**config.mk**
```make
export PLATFORM = sky130hd
export DESIGN_NAME = blk_lock_ctrl
export DESIGN_NICKNAME = d
export VERILOG_FILES = /design/src/rtl/blk_lock_pkg.sv /design/src/rtl/blk_lock_seq.sv /design/src/rtl/blk_lock_cell.sv /design/src/rtl/blk_lock_gate.sv /design/src/rtl/blk_lock_ctrl.sv
export SDC_FILE = /design/constraint.sdc
export NUM_CORES = 1
export LEC_CHECK = 0
export BUFFER_PORTS_ARGS = -buffer_cell sky130_fd_sc_hd__buf_2
export CAP_MARGIN = 40
export CORE_MARGIN = 8
export CORE_UTILIZATION = 45
export DETAILED_ROUTE_END_ITERATION = 8
export GPL_TIMING_DRIVEN = 0
export PLACE_DENSITY = 0.67
export SLEW_MARGIN = 0
export SYNTH_ARGS = -nofsm -noshare
export SYNTH_HDL_FRONTEND = slang
export SYNTH_SLANG_ARGS = --single-unit
```
**constraint.sdc**
```tcl
create_clock -name clk -period 4.7 [get_ports clk]
set_input_delay 0.235 -clock clk [delete_from_list [all_inputs] [get_ports clk]]
set_output_delay 0.235 -clock clk [all_outputs]
set_load 0.01 [all_outputs]
```
**src/rtl/blk_lock_pkg.sv**
```systemverilog
package blk_lock_pkg;

    typedef enum logic [1:0] {
        PS_OPEN   = 2'b00,
        PS_HELD   = 2'b01,
        PS_PINNED = 2'b11
    } prot_e;

    typedef enum logic [1:0] {
        ACT_NONE,
        ACT_HOLD,
        ACT_OPEN,
        ACT_PIN
    } act_e;

    localparam logic [7:0] CODE_ARM  = 8'h60;
    localparam logic [7:0] CODE_HOLD = 8'h01;
    localparam logic [7:0] CODE_OPEN = 8'hD0;
    localparam logic [7:0] CODE_PIN  = 8'h2F;

    typedef struct packed {
        act_e act;
        logic bad;
    } decode_t;

    function automatic decode_t decode_second(input logic [7:0] d);
        decode_t r;
        r.bad = 1'b0;
        unique case (d)
            CODE_HOLD: r.act = ACT_HOLD;
            CODE_OPEN: r.act = ACT_OPEN;
            CODE_PIN:  r.act = ACT_PIN;
            default: begin
                r.act = ACT_NONE;
                r.bad = 1'b1;
            end
        endcase
        return r;
    endfunction

    function automatic prot_e next_prot(input prot_e cur, input act_e act, input logic wp);
        prot_e n;
        n = cur;
        unique case (act)
            ACT_HOLD: n = (cur == PS_PINNED) ? PS_PINNED : PS_HELD;
            ACT_OPEN: n = (cur == PS_PINNED && wp) ? PS_PINNED : PS_OPEN;
            ACT_PIN:  n = PS_PINNED;
            default:  n = cur;
        endcase
        return n;
    endfunction

endpackage

```
**src/rtl/blk_lock_seq.sv**
```systemverilog
module blk_lock_seq
    import blk_lock_pkg::*;
(
    input  logic       clk,
    input  logic       rst,
    input  logic       wr_valid,
    input  logic [7:0] wr_data,
    output act_e       act,
    output logic [1:0] seq_err
);
    logic    armed_q;
    decode_t dec;

    always_comb begin
        dec = decode_second(wr_data);
        act = (wr_valid && armed_q) ? dec.act : ACT_NONE;
    end

    always_ff @(posedge clk) begin
        if (rst) begin
            armed_q <= 1'b0;
            seq_err <= 2'b00;
        end else begin
            seq_err <= (wr_valid && armed_q && dec.bad) ? 2'b11 : 2'b00;
            if (wr_valid) begin
                if (armed_q) armed_q <= 1'b0;
                else         armed_q <= (wr_data == CODE_ARM);
            end
        end
    end
endmodule

```
**src/rtl/blk_lock_cell.sv**
```systemverilog
module blk_lock_cell
    import blk_lock_pkg::*;
(
    input  logic  clk,
    input  logic  rst,
    input  logic  hit,
    input  act_e  act,
    input  logic  wp,
    output prot_e state
);
    always_ff @(posedge clk) begin
        if (rst)      state <= PS_HELD;
        else if (hit) state <= next_prot(state, act, wp);
    end
endmodule

```
**src/rtl/blk_lock_gate.sv**
```systemverilog
module blk_lock_gate #(
    parameter int N_BLK  = 8,
    parameter int IDX_W  = 4,
    parameter int STAT_W = 16
) (
    input  logic                   clk,
    input  logic                   rst,
    input  logic [N_BLK-1:0][1:0]  states,
    input  logic                   op_req,
    input  logic [IDX_W-1:0]       op_blk,
    output logic                   op_ok,
    output logic                   op_lock_err,
    input  logic [IDX_W-1:0]       rd_blk,
    output logic [STAT_W-1:0]      rd_status
);
    logic       op_in, rd_in;
    logic [1:0] op_st, rd_st;

    always_comb begin
        op_in = (int'(op_blk) < N_BLK);
        rd_in = (int'(rd_blk) < N_BLK);
        op_st = 2'b00;
        rd_st = 2'b00;
        for (int i = 0; i < N_BLK; i++) begin
            if (op_in && int'(op_blk) == i) op_st = states[i];
            if (rd_in && int'(rd_blk) == i) rd_st = states[i];
        end
        rd_status = '0;
        rd_status[1:0] = rd_st;
    end

    always_ff @(posedge clk) begin
        if (rst) begin
            op_ok       <= 1'b0;
            op_lock_err <= 1'b0;
        end else begin
            op_ok       <= op_req && op_in && (op_st == 2'b00);
            op_lock_err <= op_req && op_in && (op_st != 2'b00);
        end
    end
endmodule

```
**src/rtl/blk_lock_ctrl.sv**
```systemverilog
module blk_lock_ctrl
    import blk_lock_pkg::*;
#(
    parameter int N_BLK  = 8,
    parameter int IDX_W  = 4,
    parameter int STAT_W = 16
) (
    input  logic              clk,
    input  logic              rst,
    input  logic              wr_valid,
    input  logic [IDX_W-1:0]  wr_blk,
    input  logic [7:0]        wr_data,
    input  logic              wp,
    input  logic              op_req,
    input  logic [IDX_W-1:0]  op_blk,
    output logic              op_ok,
    output logic              op_lock_err,
    output logic [1:0]        seq_err,
    input  logic [IDX_W-1:0]  rd_blk,
    output logic [STAT_W-1:0] rd_status
);
    localparam int SLOTS = 1 << IDX_W;

    act_e                  act;
    logic                  wr_in;
    logic [N_BLK-1:0][1:0] states;

    initial begin
        if (N_BLK > SLOTS || STAT_W < 2)
            $error("blk_lock_ctrl: bad parameter set");
    end

    assign wr_in = (int'(wr_blk) < N_BLK);

    blk_lock_seq u_seq (
        .clk     (clk),
        .rst     (rst),
        .wr_valid(wr_valid),
        .wr_data (wr_data),
        .act     (act),
        .seq_err (seq_err)
    );

    for (genvar g = 0; g < N_BLK; g++) begin : g_cell
        prot_e st;
        logic  hit;
        assign hit = (act != ACT_NONE) && wr_in && (int'(wr_blk) == g);
        blk_lock_cell u_cell (
            .clk  (clk),
            .rst  (rst),
            .hit  (hit),
            .act  (act),
            .wp   (wp),
            .state(st)
        );
        assign states[g] = st;
    end

    blk_lock_gate #(
        .N_BLK (N_BLK),
        .IDX_W (IDX_W),
        .STAT_W(STAT_W)
    ) u_gate (
        .clk        (clk),
        .rst        (rst),
        .states     (states),
        .op_req     (op_req),
        .op_blk     (op_blk),
        .op_ok      (op_ok),
        .op_lock_err(op_lock_err),
        .rd_blk     (rd_blk),
        .rd_status  (rd_status)
    );
endmodule

```
==> results.cfg <==
[setup_path]
endpoint_kind = flop
critPathMaxFanout = 10
critical_path_class = primary input to flop
crit_path_top_delay_cell = nor4_2
critical_path_rt_ns = 4.83
cp_num_buf_inv = 2
timing.critical_path.arrival_ns = 2.32
cp_top_family = compound AO/OA/AOI/OAI gates
slowest_delay_ns = 0.80
crit_path_launch_type = primary input
timing.critical_path.cells = buf_2, nor4_2, a21boi_1, clkbuf_1, o41ai_1, o211ai_1

[detailed_routing]
routed_wire_length_um = 5050
firstDrtPassIters = 4
remaining_drc_errors = 0
postRouteAntennaNets = 0
initialDrtViolationCount = 119
via_per_inst = 5.95
vias_after_detailed_routing = 1822
detail_route.wl_per_cell_um = 16.5

[final_layout]
multi_input_comb_area_um2 = 1140
n_fill_cell = 378
syn_to_final_growth_pct = 17.8
final_layout_size_suffix_gt1_frac = 0.217
final_nets = 284
ant_cells = 0
area.sequential_um2 = 400
layout.cell_area.non_filler_um2 = 1980
final_core_util = 0.544

[place]
place.port_buffers = 27
place.gp.congestion = 0.884
place_hpwl_um = 3740
placed_area_um2 = 1920

[min_path]
hold_path.class = primary input to flop

[grt]
grt_start_max_net_pins = 12
number_of_antenna_violations_at_the_first_check_in_global_routing = 0
wire_length_of_the_first_global_routing_pass_um = 8380
via_count_of_the_first_global_routing_pass = 1797
gr-total-overflow = 0
grt_util_all_layers = 0.167

[logic_synthesis]
post_synth_num_cell_types = 50
postSynthCellCount = 214
yosys.area.top_type = dfxtp_1
synth.area.top_cells = dfxtp_1, o211ai_1, buf_4, nor2_1, mux4_2
synth_flop_cell = dfxtp_1
synth-warning-count = 0
synthesis.area_um2 = 1680
synth_enable_flop_cells = 0
post-synth-top-area-fraction = 0.238
yosysSeqAreaShare = 0.238
yosys_reg_bits = 20
share_of_async_settable_or_async_resettable_flops_after_synthesis = 0
avgSynthCellArea_um2 = 7.85

[cts]
clk-insertion-delay-late_ns = 0.27
max-clock-path-buffers = 2
cts_resized = 0
cts_post_setup_buffers_inserted = 0
total_clock_buffers_created_by_cts = 3
root_cell_of_the_clock_tree = clkbuf_8
cts_sinks = 20
cts_tree = built
worst_setup_hold_path_clk_slew_ns = 0.08
cts_hold_buf = 0
htree_num_levels = 1

[die]
core_footprint_um2 = 3630
start_util = 0.462
num_rows = 22
die_w_um = 77.1
die_area_um2 = 5940
ioPinCount = 45
fp.dieH_um = 77.1

[pwr]
post-layout-total-power_mw = 0.374
power_density_nw_per_um2 = 189
total_leakage_power_nw = 0.767
peak_supply_drop_uv = 69.0

[timing]
period_minus_slack_ns = 2.19
final_hold_violation_count = 0
setup_viol = 0
tightest_slew_ns = 0.908
fmax_mhz = 458
period_share = 0.465
slew_headroom = 0.389
setup_total_negative_slack_ns = 0
rsz0062_at_grt = no
timing.clock.skew_ns = 0.00185
report.final.slew_viol_count = 0

[status]
run_status = complete, no violations

[run]
max_cap_violations = 0
worst paths after layout:
| kind | start | to | slack (ns) | cells after the start |
|---|---|---|---|---|
| max | wr_data[5] | g_cell[2].u_cell.state[0] | 2.51 | 6 |
| min | op_req | u_gate.op_ok | 0.19 | 3 |
| max reg2reg | u_seq.armed_q | g_cell[4].u_cell.state[1] | 2.68 | 7 |
| min reg2reg | g_cell[0].u_cell.state[1] | g_cell[0].u_cell.state[1] | 0.54 | 2 |
final cells by class:
type,instances,area share
multi-input cells,173,0.577
repair buffers,27,0.0683
inverters,5,0.00949
clock buffers,4,0.0278
well taps,48,0.0304
plain buffers,29,0.0841
flip-flops and latches,20,0.202
where the power goes:
group | leakage, nW | switching [mW] | total, mW | internal, mW
combinational | 0.577 | 0.0358 | 0.0615 | 0.0257
clock | 0.0288 | 0.0639 | 0.139 | 0.0749
sequential | 0.162 | 0.00208 | 0.173 | 0.171
total | 0.767 | 0.102 | 0.374 | 0.272
synth_stat cells, types with 2 or more instances:
cell type and n:
a211oi_1 2, a21oi_1 3, a31oi_1 2, a41oi_1 4, and2_1 4, and3_1 4, and4b_1 3, buf_4 15
clkbuf_1 13, dfxtp_1 20, inv_1 5, mux2i_1 6, mux4_2 4, nand2_1 17, nand2b_1 2, nand3_1 3
nand4_1 6, nand4b_1 2, nor2_1 26, nor2b_1 4, nor3_1 3, nor4_1 2, nor4b_1 2, o2111ai_1 3
o211ai_1 17, o21ai_0 5, o21ai_1 2, o22ai_1 2, o31ai_1 2, o32ai_1 2, o41ai_1 8, or3_1 2
or4_1 2
sequential cells by signal, summed over array words and instances (netlist names):
name,cells
u_seq.seq_err,1
g_cell.u_cell.state,16
u_seq.armed_q,1
u_gate.op_lock_err,1
u_gate.op_ok,1
worst reg2reg max path: stages, from the launching register on:
cell,delay [ns]
dfxtp_1,0.31
clkbuf_1,0.29
and2_0,0.17
clkbuf_1,0.29
nand3_1,0.14
clkbuf_1,0.29
o2111ai_1,0.27
o211ai_1,0.12
metrics by stage:
step | hold WS (ns) | cells | worst slack, ns
floorplan | 0.349 | 227 | 2.76
global placement | 0.469 | 302 | 2.31
detailed placement | 0.473 | 302 | 2.28
CTS | 0.188 | 306 | 2.59
global route | 0.220 | 306 | 2.43
finish | 0.189 | 306 | 2.51
layer usage:
layer | GRT usage | up-vias | wire length (µm)
met5 | 0 | - | 0
met4 | 0.0604 | 0 | 78
met3 | 0.0396 | 7 | 480
met2 | 0.277 | 94 | 2240
met1 | 0.203 | 830 | 2250
li1 | - | 891 | -
layout by cell type (no fill, tap or decap), types with 3 or more instances in the layout:
master / count
mux4_2: 4
o21ai_0: 5
nand3_1: 3
buf_2: 28
nand4_1: 6
and2_1: 4
nand2_1: 17
mux2i_1: 6
buf_4: 15
and3_1: 4
dfxtp_1: 20
nor2b_1: 4
o211ai_1: 17
inv_1: 5
nor3_1: 3
a21oi_1: 3
nor2_1: 26
o41ai_1: 8
conb_1: 14
clkbuf_8: 4
and4b_1: 3
o2111ai_1: 3
a41oi_1: 4
clkbuf_1: 13
cell families (layout without fill, tap and decap cells):
group | after synthesis | after routing | share of synthesized area
DFF | 20 | 20 | 0.238
buffers and inverters | 34 | 65 | 0.110
other | 1 | 14 | 0.00223
muxes | 11 | 11 | 0.0961
and+or+nand+nor | 90 | 90 | 0.292
AOI/OAI and AO/OA | 58 | 58 | 0.261
Note: power is estimated with default switching activity, not from simulation.
